File: config.mk
export PLATFORM = sky130hd
export DESIGN_NAME = hwloop_ctrl
export DESIGN_NICKNAME = d
export VERILOG_FILES = /design/src/rtl/hwloop_pkg.sv /design/src/rtl/hwloop_decode.sv /design/src/rtl/hwloop_level.sv /design/src/rtl/hwloop_select.sv /design/src/rtl/hwloop_ctrl.sv
export SDC_FILE = /design/constraint.sdc
export NUM_CORES = 1
export LEC_CHECK = 0
export BUFFER_PORTS_ARGS = -buffer_cell sky130_fd_sc_hd__buf_2
export CORE_UTILIZATION = 48
export DETAILED_ROUTE_END_ITERATION = 6
export GPL_TIMING_DRIVEN = 0
export PLACE_DENSITY = 0.79
export SYNTH_ARGS = -nofsm -noshare
export SYNTH_HDL_FRONTEND = slang
export SYNTH_HIERARCHICAL = 1
export SYNTH_SLANG_ARGS = --single-unit
File: constraint.sdc
create_clock -name clk_i -period 3.25 [get_ports clk_i]
set_input_delay 0.1625 -clock clk_i [delete_from_list [all_inputs] [get_ports clk_i]]
set_output_delay 0.1625 -clock clk_i [all_outputs]
set_load 0.02 [all_outputs]
File: src/rtl/hwloop_pkg.sv
package hwloop_pkg;
   localparam int unsigned INSTR_W    = 32;
   localparam logic [6:0]  SETUP_OPC  = 7'b1111011;
   localparam logic [2:0]  F3_REGCNT  = 3'b100;
   localparam logic [2:0]  F3_IMMCNT  = 3'b101;

   typedef enum logic [1:0] {
      FORM_NONE   = 2'd0,
      FORM_REGCNT = 2'd1,
      FORM_IMMCNT = 2'd2
   } setup_form_e;

   function automatic setup_form_e classify(input logic [INSTR_W-1:0] instr);
      if (instr[6:0] != SETUP_OPC || instr[11:8] != 4'd0) return FORM_NONE;
      if (instr[14:12] == F3_REGCNT) return FORM_REGCNT;
      if (instr[14:12] == F3_IMMCNT) return FORM_IMMCNT;
      return FORM_NONE;
   endfunction
endpackage

File: src/rtl/hwloop_decode.sv
module hwloop_decode
   import hwloop_pkg::*;
#(
   parameter int unsigned AW      = 32,
   parameter int unsigned CW      = 32,
   parameter int unsigned NLEVELS = 2
) (
   input  logic                 valid_i,
   input  logic [INSTR_W-1:0]   instr_i,
   input  logic [AW-1:0]        pc_i,
   input  logic [CW-1:0]        rs1_i,
   output logic [NLEVELS-1:0]   wr_en_o,
   output logic [AW-1:0]        wr_start_o,
   output logic [AW-1:0]        wr_end_o,
   output logic [CW-1:0]        wr_count_o
);
   localparam int unsigned LVL_W = (NLEVELS > 1) ? $clog2(NLEVELS) : 1;

   setup_form_e       form;
   logic [AW-1:0]     offset;
   logic [LVL_W-1:0]  level;

   assign form  = valid_i ? classify(instr_i) : FORM_NONE;
   assign level = LVL_W'(instr_i[7]);

   always_comb begin
      offset     = '0;
      wr_count_o = '0;
      unique case (form)
         FORM_REGCNT: begin
            offset     = AW'({instr_i[31:20], 1'b0});
            wr_count_o = rs1_i;
         end
         FORM_IMMCNT: begin
            offset     = AW'({instr_i[19:15], 1'b0});
            wr_count_o = CW'(instr_i[31:20]);
         end
         default: begin
            offset     = '0;
            wr_count_o = '0;
         end
      endcase
   end

   assign wr_start_o = pc_i + AW'(4);
   assign wr_end_o   = pc_i + offset;

   for (genvar g = 0; g < NLEVELS; g++) begin : g_wr
      assign wr_en_o[g] = (form != FORM_NONE) && (level == LVL_W'(g));
   end
endmodule

File: src/rtl/hwloop_level.sv
module hwloop_level #(
   parameter int unsigned AW = 32,
   parameter int unsigned CW = 32
) (
   input  logic          clk_i,
   input  logic          rst_ni,
   input  logic          wr_en_i,
   input  logic [AW-1:0] wr_start_i,
   input  logic [AW-1:0] wr_end_i,
   input  logic [CW-1:0] wr_count_i,
   input  logic          fetch_valid_i,
   input  logic [AW-1:0] fetch_pc_i,
   input  logic          take_i,
   output logic          hit_o,
   output logic          more_o,
   output logic [AW-1:0] start_o,
   output logic [AW-1:0] end_o,
   output logic [CW-1:0] count_o
);
   logic [AW-1:0] start_q, end_q;
   logic [CW-1:0] count_q;

   always_ff @(posedge clk_i or negedge rst_ni) begin
      if (!rst_ni) begin
         start_q <= '0;
         end_q   <= '0;
         count_q <= '0;
      end else if (wr_en_i) begin
         start_q <= wr_start_i;
         end_q   <= wr_end_i;
         count_q <= wr_count_i;
      end else if (take_i) begin
         count_q <= count_q - CW'(1);
      end
   end

   assign hit_o   = fetch_valid_i && (fetch_pc_i == end_q) && (count_q != '0);
   assign more_o  = count_q > CW'(1);
   assign start_o = start_q;
   assign end_o   = end_q;
   assign count_o = count_q;

   // without a write or a step the count is held
   p_hold_r11: assert property (@(posedge clk_i) disable iff (!rst_ni)
      (!wr_en_i && !take_i) |=> $stable(count_q));
   // a setup write wins over a step in the same cycle
   p_load_r10: assert property (@(posedge clk_i) disable iff (!rst_ni)
      wr_en_i |=> (count_q == $past(wr_count_i)) && (end_q == $past(wr_end_i)));
   // a granted step lowers the count by exactly one
   p_step_r7: assert property (@(posedge clk_i) disable iff (!rst_ni)
      (take_i && !wr_en_i) |=> count_q == $past(count_q) - CW'(1));
   // a spent level is never granted a step
   p_spent_r7: assert property (@(posedge clk_i) disable iff (!rst_ni)
      (count_q == '0) |-> !take_i);
endmodule

File: src/rtl/hwloop_select.sv
module hwloop_select #(
   parameter int unsigned AW      = 32,
   parameter int unsigned NLEVELS = 2
) (
   input  logic [NLEVELS-1:0]    hit_i,
   input  logic [NLEVELS-1:0]    more_i,
   input  logic [NLEVELS*AW-1:0] start_i,
   output logic [NLEVELS-1:0]    take_o,
   output logic                  redirect_o,
   output logic [AW-1:0]         target_o
);
   logic [NLEVELS-1:0] want;
   logic [NLEVELS:0]   blocked;

   assign blocked[0] = 1'b0;
   for (genvar g = 0; g < NLEVELS; g++) begin : g_prio
      assign want[g]      = hit_i[g] && more_i[g];
      assign take_o[g]    = hit_i[g] && !blocked[g];
      assign blocked[g+1] = blocked[g] || want[g];
   end

   assign redirect_o = blocked[NLEVELS];

   always_comb begin
      target_o = '0;
      for (int i = NLEVELS - 1; i >= 0; i--) begin
         if (want[i]) target_o = start_i[i*AW +: AW];
      end
   end
endmodule

File: src/rtl/hwloop_ctrl.sv
module hwloop_ctrl #(
   parameter int unsigned AW      = 32,
   parameter int unsigned CW      = 32,
   parameter int unsigned NLEVELS = 2
) (
   input  logic                 clk_i,
   input  logic                 rst_ni,
   input  logic                 setup_valid_i,
   input  logic [31:0]          setup_instr_i,
   input  logic [AW-1:0]        setup_pc_i,
   input  logic [CW-1:0]        rs1_val_i,
   input  logic                 fetch_valid_i,
   input  logic [AW-1:0]        fetch_pc_i,
   output logic                 redirect_o,
   output logic [AW-1:0]        redirect_pc_o,
   output logic [NLEVELS*AW-1:0] loop_start_o,
   output logic [NLEVELS*AW-1:0] loop_end_o,
   output logic [NLEVELS*CW-1:0] loop_count_o
);
   if (NLEVELS != 2) begin : g_chk_levels
      $error("hwloop_ctrl: the level field is one bit, NLEVELS must be 2");
   end
   if (AW < 14) begin : g_chk_aw
      $error("hwloop_ctrl: AW must hold a 13-bit offset");
   end
   if (CW < 12) begin : g_chk_cw
      $error("hwloop_ctrl: CW must hold a 12-bit immediate count");
   end

   logic [NLEVELS-1:0] wr_en, hit, more, take;
   logic [AW-1:0]      wr_start, wr_end;
   logic [CW-1:0]      wr_count;

   hwloop_decode #(.AW(AW), .CW(CW), .NLEVELS(NLEVELS)) u_decode (
      .valid_i    (setup_valid_i),
      .instr_i    (setup_instr_i),
      .pc_i       (setup_pc_i),
      .rs1_i      (rs1_val_i),
      .wr_en_o    (wr_en),
      .wr_start_o (wr_start),
      .wr_end_o   (wr_end),
      .wr_count_o (wr_count)
   );

   for (genvar g = 0; g < NLEVELS; g++) begin : g_level
      hwloop_level #(.AW(AW), .CW(CW)) u_level (
         .clk_i         (clk_i),
         .rst_ni        (rst_ni),
         .wr_en_i       (wr_en[g]),
         .wr_start_i    (wr_start),
         .wr_end_i      (wr_end),
         .wr_count_i    (wr_count),
         .fetch_valid_i (fetch_valid_i),
         .fetch_pc_i    (fetch_pc_i),
         .take_i        (take[g]),
         .hit_o         (hit[g]),
         .more_o        (more[g]),
         .start_o       (loop_start_o[g*AW +: AW]),
         .end_o         (loop_end_o[g*AW +: AW]),
         .count_o       (loop_count_o[g*CW +: CW])
      );
   end

   hwloop_select #(.AW(AW), .NLEVELS(NLEVELS)) u_select (
      .hit_i      (hit),
      .more_i     (more),
      .start_i    (loop_start_o),
      .take_o     (take),
      .redirect_o (redirect_o),
      .target_o   (redirect_pc_o)
   );

   // no fetch, no redirect
   p_idle_quiet_r11: assert property (@(posedge clk_i) disable iff (!rst_ni)
      !fetch_valid_i |-> !redirect_o);
   // a redirect always lands on the start of a level whose end is fetched
   p_target_r6: assert property (@(posedge clk_i) disable iff (!rst_ni)
      redirect_o |-> ((fetch_pc_i == loop_end_o[0 +: AW]) && (redirect_pc_o == loop_start_o[0 +: AW]))
                  || ((fetch_pc_i == loop_end_o[AW +: AW]) && (redirect_pc_o == loop_start_o[AW +: AW])));
   // the inner level wins and the outer count is left alone
   p_inner_wins_r8: assert property (@(posedge clk_i) disable iff (!rst_ni)
      (fetch_valid_i && fetch_pc_i == loop_end_o[0 +: AW] && loop_count_o[0 +: CW] > CW'(1)
       && !setup_valid_i)
      |-> redirect_o && (redirect_pc_o == loop_start_o[0 +: AW]) ##1 $stable(loop_count_o[CW +: CW]));
endmodule

==> flow_summary.toml, run 1 <==
[critical_path]
start_kind = "register"
crit_fanout = 4
worst-setup-path-type = "reg -> reg"
arrival_ns = 3.85
crit_required_ns = 3.57
endpoint_kind = "register"

[sta]
worst_slew_pin_slew_ns = 0.916
slew_violations = 0
setup_ws_ns = -0.280
finalCriticalPeriod_ns = 3.53
grt_setup_unrepaired = "true"
finalSetupViolations = 51
fin_skew_ns = 0.0149
period_share_pct = 109
hold_viol_final = 0
maxSlewHeadroom_pct = 38.9
fmax_mhz = 283

[placement]
pre_cts_ws_ns = -0.947
dp_hpwl_microns = 31400
port_buffers = 352
gp_routability_congestion = 0.956

[synth]
postSynthCellCount = 1178
async_flop_share_pct = 100
synth_warnings = 6
synth_seq_cells = 192
synthTopCellsByArea = "dfrtp_1 41%, mux2_2 12%, xnor2_1 6.9%"
synth_top_flop_cell = "dfrtp_1"
synth_commonest_cells = "192 x dfrtp_1, 120 x mux2_2, 106 x nand2_1"
syn_area_sq_mm = 0.0117
yosysSeqAreaShare_pct = 40.9
yosysMostFrequentCell = "dfrtp_1"
synth-edff-count = 0
yosysTopAreaCell = "dfrtp_1"
ys_types = 59
synth.top_cell.area_share_pct = 40.9
syn-num-nets = 1331
avgSynthCellArea_sq_um = 9.97

[final_layout]
seq_area_sq_mm = 0.00481
utilization_pct = 68.5
multi_input_area_sq_mm = 0.00745
drive_gt1_share_pct = 46.4
nFillCells = 1739
area_growth_pct = 38.6
final_nets = 1745

[floorplanning]
design.core.area_sq_mm = 0.0238
io-pin-count = 357
fp.dieH_microns = 158
start_util_pct = 49.4
fp.dieW_microns = 158
die-area_sq_mm = 0.0251
rows = 56

[routing]
wl_met2_microns = 20600
avgViaCountPerCell = 5.87
wl_met3_microns = 3540
drc = 0
via_count = 11300
wl_microns = 43400
top_layer = "met5"
drt-wirelength-per-cell_microns = 22.5
detail-route-antenna-nets = 0
dr.pass1.iters = 6
wl_met1_microns = 17700
drt_iter0_markers = 970

[min_path]
hp-class = "in -> reg"

[global_routing]
grt_max_degree = 110
grt_pass1_vias = 10600
grt_pass1_wl_microns = 60500
track_usage_pct = 32.6
antenna_found_initial = 7
overflow = 0

[flow_run]
drv_cap = 0

[clock_network]
clock_latency_ns = 0.43
clock_path_buffers = 2
cts_tree = "built"
clk_pin_slew_worst_paths_ns = 0.08
cts-root-buf = "clkbuf_16"
numCtsBuffers = 17
clkSinkCount = 192
htreeDepth = 4

[power_and_ir_drop]
p_leak_nw = 8.05
power_density_mw_per_mm2 = 297
ir_drop_mv = 0.223

[outcome]
failed_checks = "negative setup slack"
status = "finished, violations left"
[placed cells by master, fill, tap and decap left out, drive strengths merged, types with 6 or more instances in the layout]
cell type / count
dfrtp: 192
nand4: 32
a22oi: 17
inv: 20
nor2: 60
nand2: 106
xor2: 88
or3: 8
buf: 424
o21ai: 99
nor3: 30
and3: 7
diode: 6
a21oi: 16
xnor2: 93
a21o: 6
or4: 6
nor4: 24
ha: 20
clkbuf: 60
and2: 32
mux2: 132
nand3: 87
[critical path, stage by stage (launching register included)]
cell,delay [ns]
dfrtp_2,0.41
or4_4,0.54
or3_4,0.34
and4bb_2,0.34
o211ai_1,0.10
buf_4,0.18
and2_4,0.15
nor2b_4,0.14
nor4bb_4,0.20
buf_4,0.19
and4b_2,0.26
nand4_1,0.11
xnor2_1,0.19
mux2_2,0.25
[routing by layer]
| layer | GRT usage (%) | up-vias |
|---|---|---|
| met5 | 0 | - |
| met4 | 11.7 | 2 |
| met3 | 5.91 | 124 |
| met2 | 52.6 | 643 |
| met1 | 43.9 | 5580 |
| li1 | - | 4972 |
[stage by stage]
| step | hold WS (ns) | TNS (ns) | instances | power, W | area [sq um] |
|---|---|---|---|---|---|
| after floorplan | -0.133 | -5.33 | 1178 | 0.00255 | 11900 |
| final | 0.0967 | -7.04 | 1930 | 0.00484 | 16300 |
| after detailed placement | 0.198 | -52.63 | 1850 | 0.00276 | 14100 |
| after global routing | 0.127 | -12.31 | 1929 | 0.00498 | 16300 |
| after global placement | 0.404 | -243.26 | 1849 | 0.00275 | 14100 |
| after CTS | 0.0874 | -6.47 | 1912 | 0.00483 | 15400 |
[kinds of logic after synthesis]
| kind of cell | synth area share [%] |
|---|---|
| simple gates | 19.1 |
| flops | 40.9 |
| xor+xnor | 13.5 |
| compound gates | 7.92 |
| mux | 12.7 |
| buf+inv | 3.62 |
| fa+ha+maj | 2.30 |
[repair_timing]
item / CTS / global route
gates resized for setup: 123 / 157
endpoints found under the hold margin: 87 / 0
pin swaps: 31 / 64
setup buffers: 35 / 10
cloned: 1 / 4
setup endpoints to repair: 110 / 111
hold buffers: 2 / 0
[where the power goes]
group / internal, W / switching [W]
Combinational: 0.000137 / 0.000222
Sequential: 0.00239 / 0.00000232
Clock: 0.00105 / 0.00104
Total: 0.00357 / 0.00127
[layout make-up]
cell class | count | area share [%]
Antenna cell | 6 | 0.0923
Buffer | 64 | 2.78
Clock buffer | 19 | 2.72
Clock inverter | 13 | 0.877
Inverter | 13 | 0.300
Multi-Input combinational cell | 901 | 45.8
Sequential cell | 192 | 29.6
Tap cell | 319 | 2.45
Timing Repair Buffer | 403 | 15.5
[path summary, 6_finish.rpt]
check                                               start                             end  slack [ns]  cells past startpoint
setup reg to reg           g_level[0].u_level/count_o[25]  g_level[1].u_level/count_o[24]       -0.28                     13
hold reg to reg            g_level[1].u_level/start_o[19]  g_level[1].u_level/start_o[19]        0.53                      1
max in group asynchronous                          rst_ni  g_level[0].u_level/count_o[24]        1.93                      3
hold / removal                              rs1_val_i[20]  g_level[0].u_level/count_o[20]         0.1                      4
min in group asynchronous                          rst_ni  g_level[0].u_level/start_o[21]        0.30                      2
setup / recovery           g_level[0].u_level/count_o[25]  g_level[1].u_level/count_o[24]       -0.28                     13
[state kept, by name, indices dropped and copies added, names as in the netlist]
signal                   flops
g_level.u_level/start_o     64
g_level.u_level/count_o     64
g_level.u_level/end_o       64
(Power assumes the default switching activity.)
==> inputs of run 2 (changes only) <==
- SETUP_SLACK_MARGIN: not set -> 0.02
==> flow_summary.toml, run 2 (synthesis results as in run 1) <==
[critical_path]
start_kind = "register"
reg2reg_depth = 14
endpoint_kind = "register"
worst-setup-path-type = "reg -> reg"
crit_fanout = 10
r2r_slack_ns = -0.28
arrival_ns = 3.85
crit_required_ns = 3.58

[sta]
fin_skew_ns = 0.0159
setup_ws_ns = -0.276
hold_viol_final = 0
finalCriticalPeriod_ns = 3.53
worst_slew_pin_slew_ns = 0.891
fmax_mhz = 284
finalSetupViolations = 80
period_share_pct = 108
holdWs_ns = 0.100
slew_violations = 0
grt_setup_unrepaired = "true"
maxSlewHeadroom_pct = 40.6

[power_and_ir_drop]
ir_drop_mv = 0.296
power_density_mw_per_mm2 = 300
p_leak_nw = 8.03

[floorplanning]
start_util_pct = 49.4
die-area_sq_mm = 0.0251
fp.dieH_microns = 158
design.core.area_sq_mm = 0.0238
fp.dieW_microns = 158
rows = 56
io-pin-count = 357

[routing]
detail-route-antenna-nets = 0
avgViaCountPerCell = 5.78
wl_microns = 42200
drt-wirelength-per-cell_microns = 21.9
drt_iter0_markers = 884
dr.pass1.iters = 5
via_count = 11200
drc = 0

[clock_network]
htreeDepth = 4
cts-root-buf = "clkbuf_16"
numCtsBuffers = 17
clk_pin_slew_worst_paths_ns = 0.07
clock_path_buffers = 2
cts_tree = "built"
clock_latency_ns = 0.44
clkSinkCount = 192

[outcome]
status = "finished, violations left"
failed_checks = "negative setup slack"

[global_routing]
overflow = 0
antenna_found_initial = 5
grt_pass1_vias = 10600
grt_max_degree = 117
track_usage_pct = 32.6
grt_pass1_wl_microns = 60100

[final_layout]
final_cell_mix = "323 x buf_2, 187 x dfrtp_1, 96 x nand2_1"
utilization_pct = 67.8
area_growth_pct = 37.1
drive_gt1_share_pct = 46.9
final_nets = 1745
final_common_cell = "buf_2"
nFillCells = 1774

[placement]
port_buffers = 352
dp_hpwl_microns = 31400
gp_routability_congestion = 0.934
pre_cts_ws_ns = -0.922

[min_path]
hp-class = "in -> reg"
whs_path_depth = 4

[flow_run]
drv_cap = 0
[run 2: changes by cell type in the layout (fill, tap and decap cells not counted), moves of 6 or more]
cell     before  now
buf_4        43   52
mux2_2      104   95
mux2_4       24   35
nand2_1     102   96
nand2_2       2    9
o21ai_2      12   25
o21ai_4      26    8
[run 2: what timing repair did]
action                                  4_1_cts  5_1_grt
pin swaps                                    30       54
gates cloned                                  1        0
hold buffers                                  2        0
endpoints found under the hold margin        80        0
resized for setup                           145      118
setup buffers                                31       21
endpoints found under the setup margin      112      117
[run 2: path summary, 6_finish.rpt]
kind,from,end
hold reg to reg,g_level[1].u_level/start_o[24],g_level[1].u_level/start_o[24]
setup reg to reg,g_level[1].u_level/end_o[30],g_level[1].u_level/count_o[24]
max in group asynchronous,rst_ni,g_level[0].u_level/count_o[25]
setup / recovery,g_level[1].u_level/end_o[30],g_level[1].u_level/count_o[24]
min in group asynchronous,rst_ni,g_level[1].u_level/start_o[25]
hold / removal,rs1_val_i[20],g_level[0].u_level/count_o[20]
[run 2: report_power, final]
group	switching (W)	internal, W
Combinational	0.000222	0.000139
Sequential	0.00000226	0.00239
Clock	0.00105	0.00102
Total	0.00128	0.00355
[run 2: through the flow]
stage	power [W]	setup TNS (ns)	std cells	area, sq um
floorplan	0.00255	-5.33	1178	11900
global placement	0.00275	-246.62	1849	14100
detailed placement	0.00276	-48.60	1850	14100
CTS	0.00484	-7.58	1909	15500
global route	0.00497	-18.06	1928	16100
finish	0.00483	-8.11	1928	16100
[run 2: cell type report]
class | count | area [sq um] | share of cell area [%]
inverters | 13 | 48.8 | 0.303
diodes | 5 | 12.5 | 0.0777
multi-input cells | 901 | 7390 | 45.9
clock buffers | 17 | 425 | 2.64
flip-flops and latches | 192 | 4810 | 29.9
clock inverters | 14 | 153 | 0.948
plain buffers | 64 | 442 | 2.74
well taps | 319 | 399 | 2.48
repair buffers | 403 | 2420 | 15.0
[run 2: routing by layer]
metal / vias up / part of all wire, % / global-route usage [%]
met2: 545 / 48 / 52.9
met3: 99 / 6.9 / 4.55
met5: - / 0 / 0
li1: 4992 / - / -
met4: 0 / 3.4 / 14.1
met1: 5516 / 42 / 43.7
[run 2: worst max-delay path: stages (launching register included)]
cell and delay (ns):
dfrtp_1 0.47, xnor2_1 0.18, nand4_1 0.14, nor4_2 0.34, nand4_1 0.31, a211oi_2 0.27, buf_6 0.16, clkbuf_8 0.17
nor2b_4 0.18, nor4bb_4 0.20, buf_4 0.18, and4b_2 0.26, nand4_1 0.12, xnor2_1 0.18, mux2_2 0.26
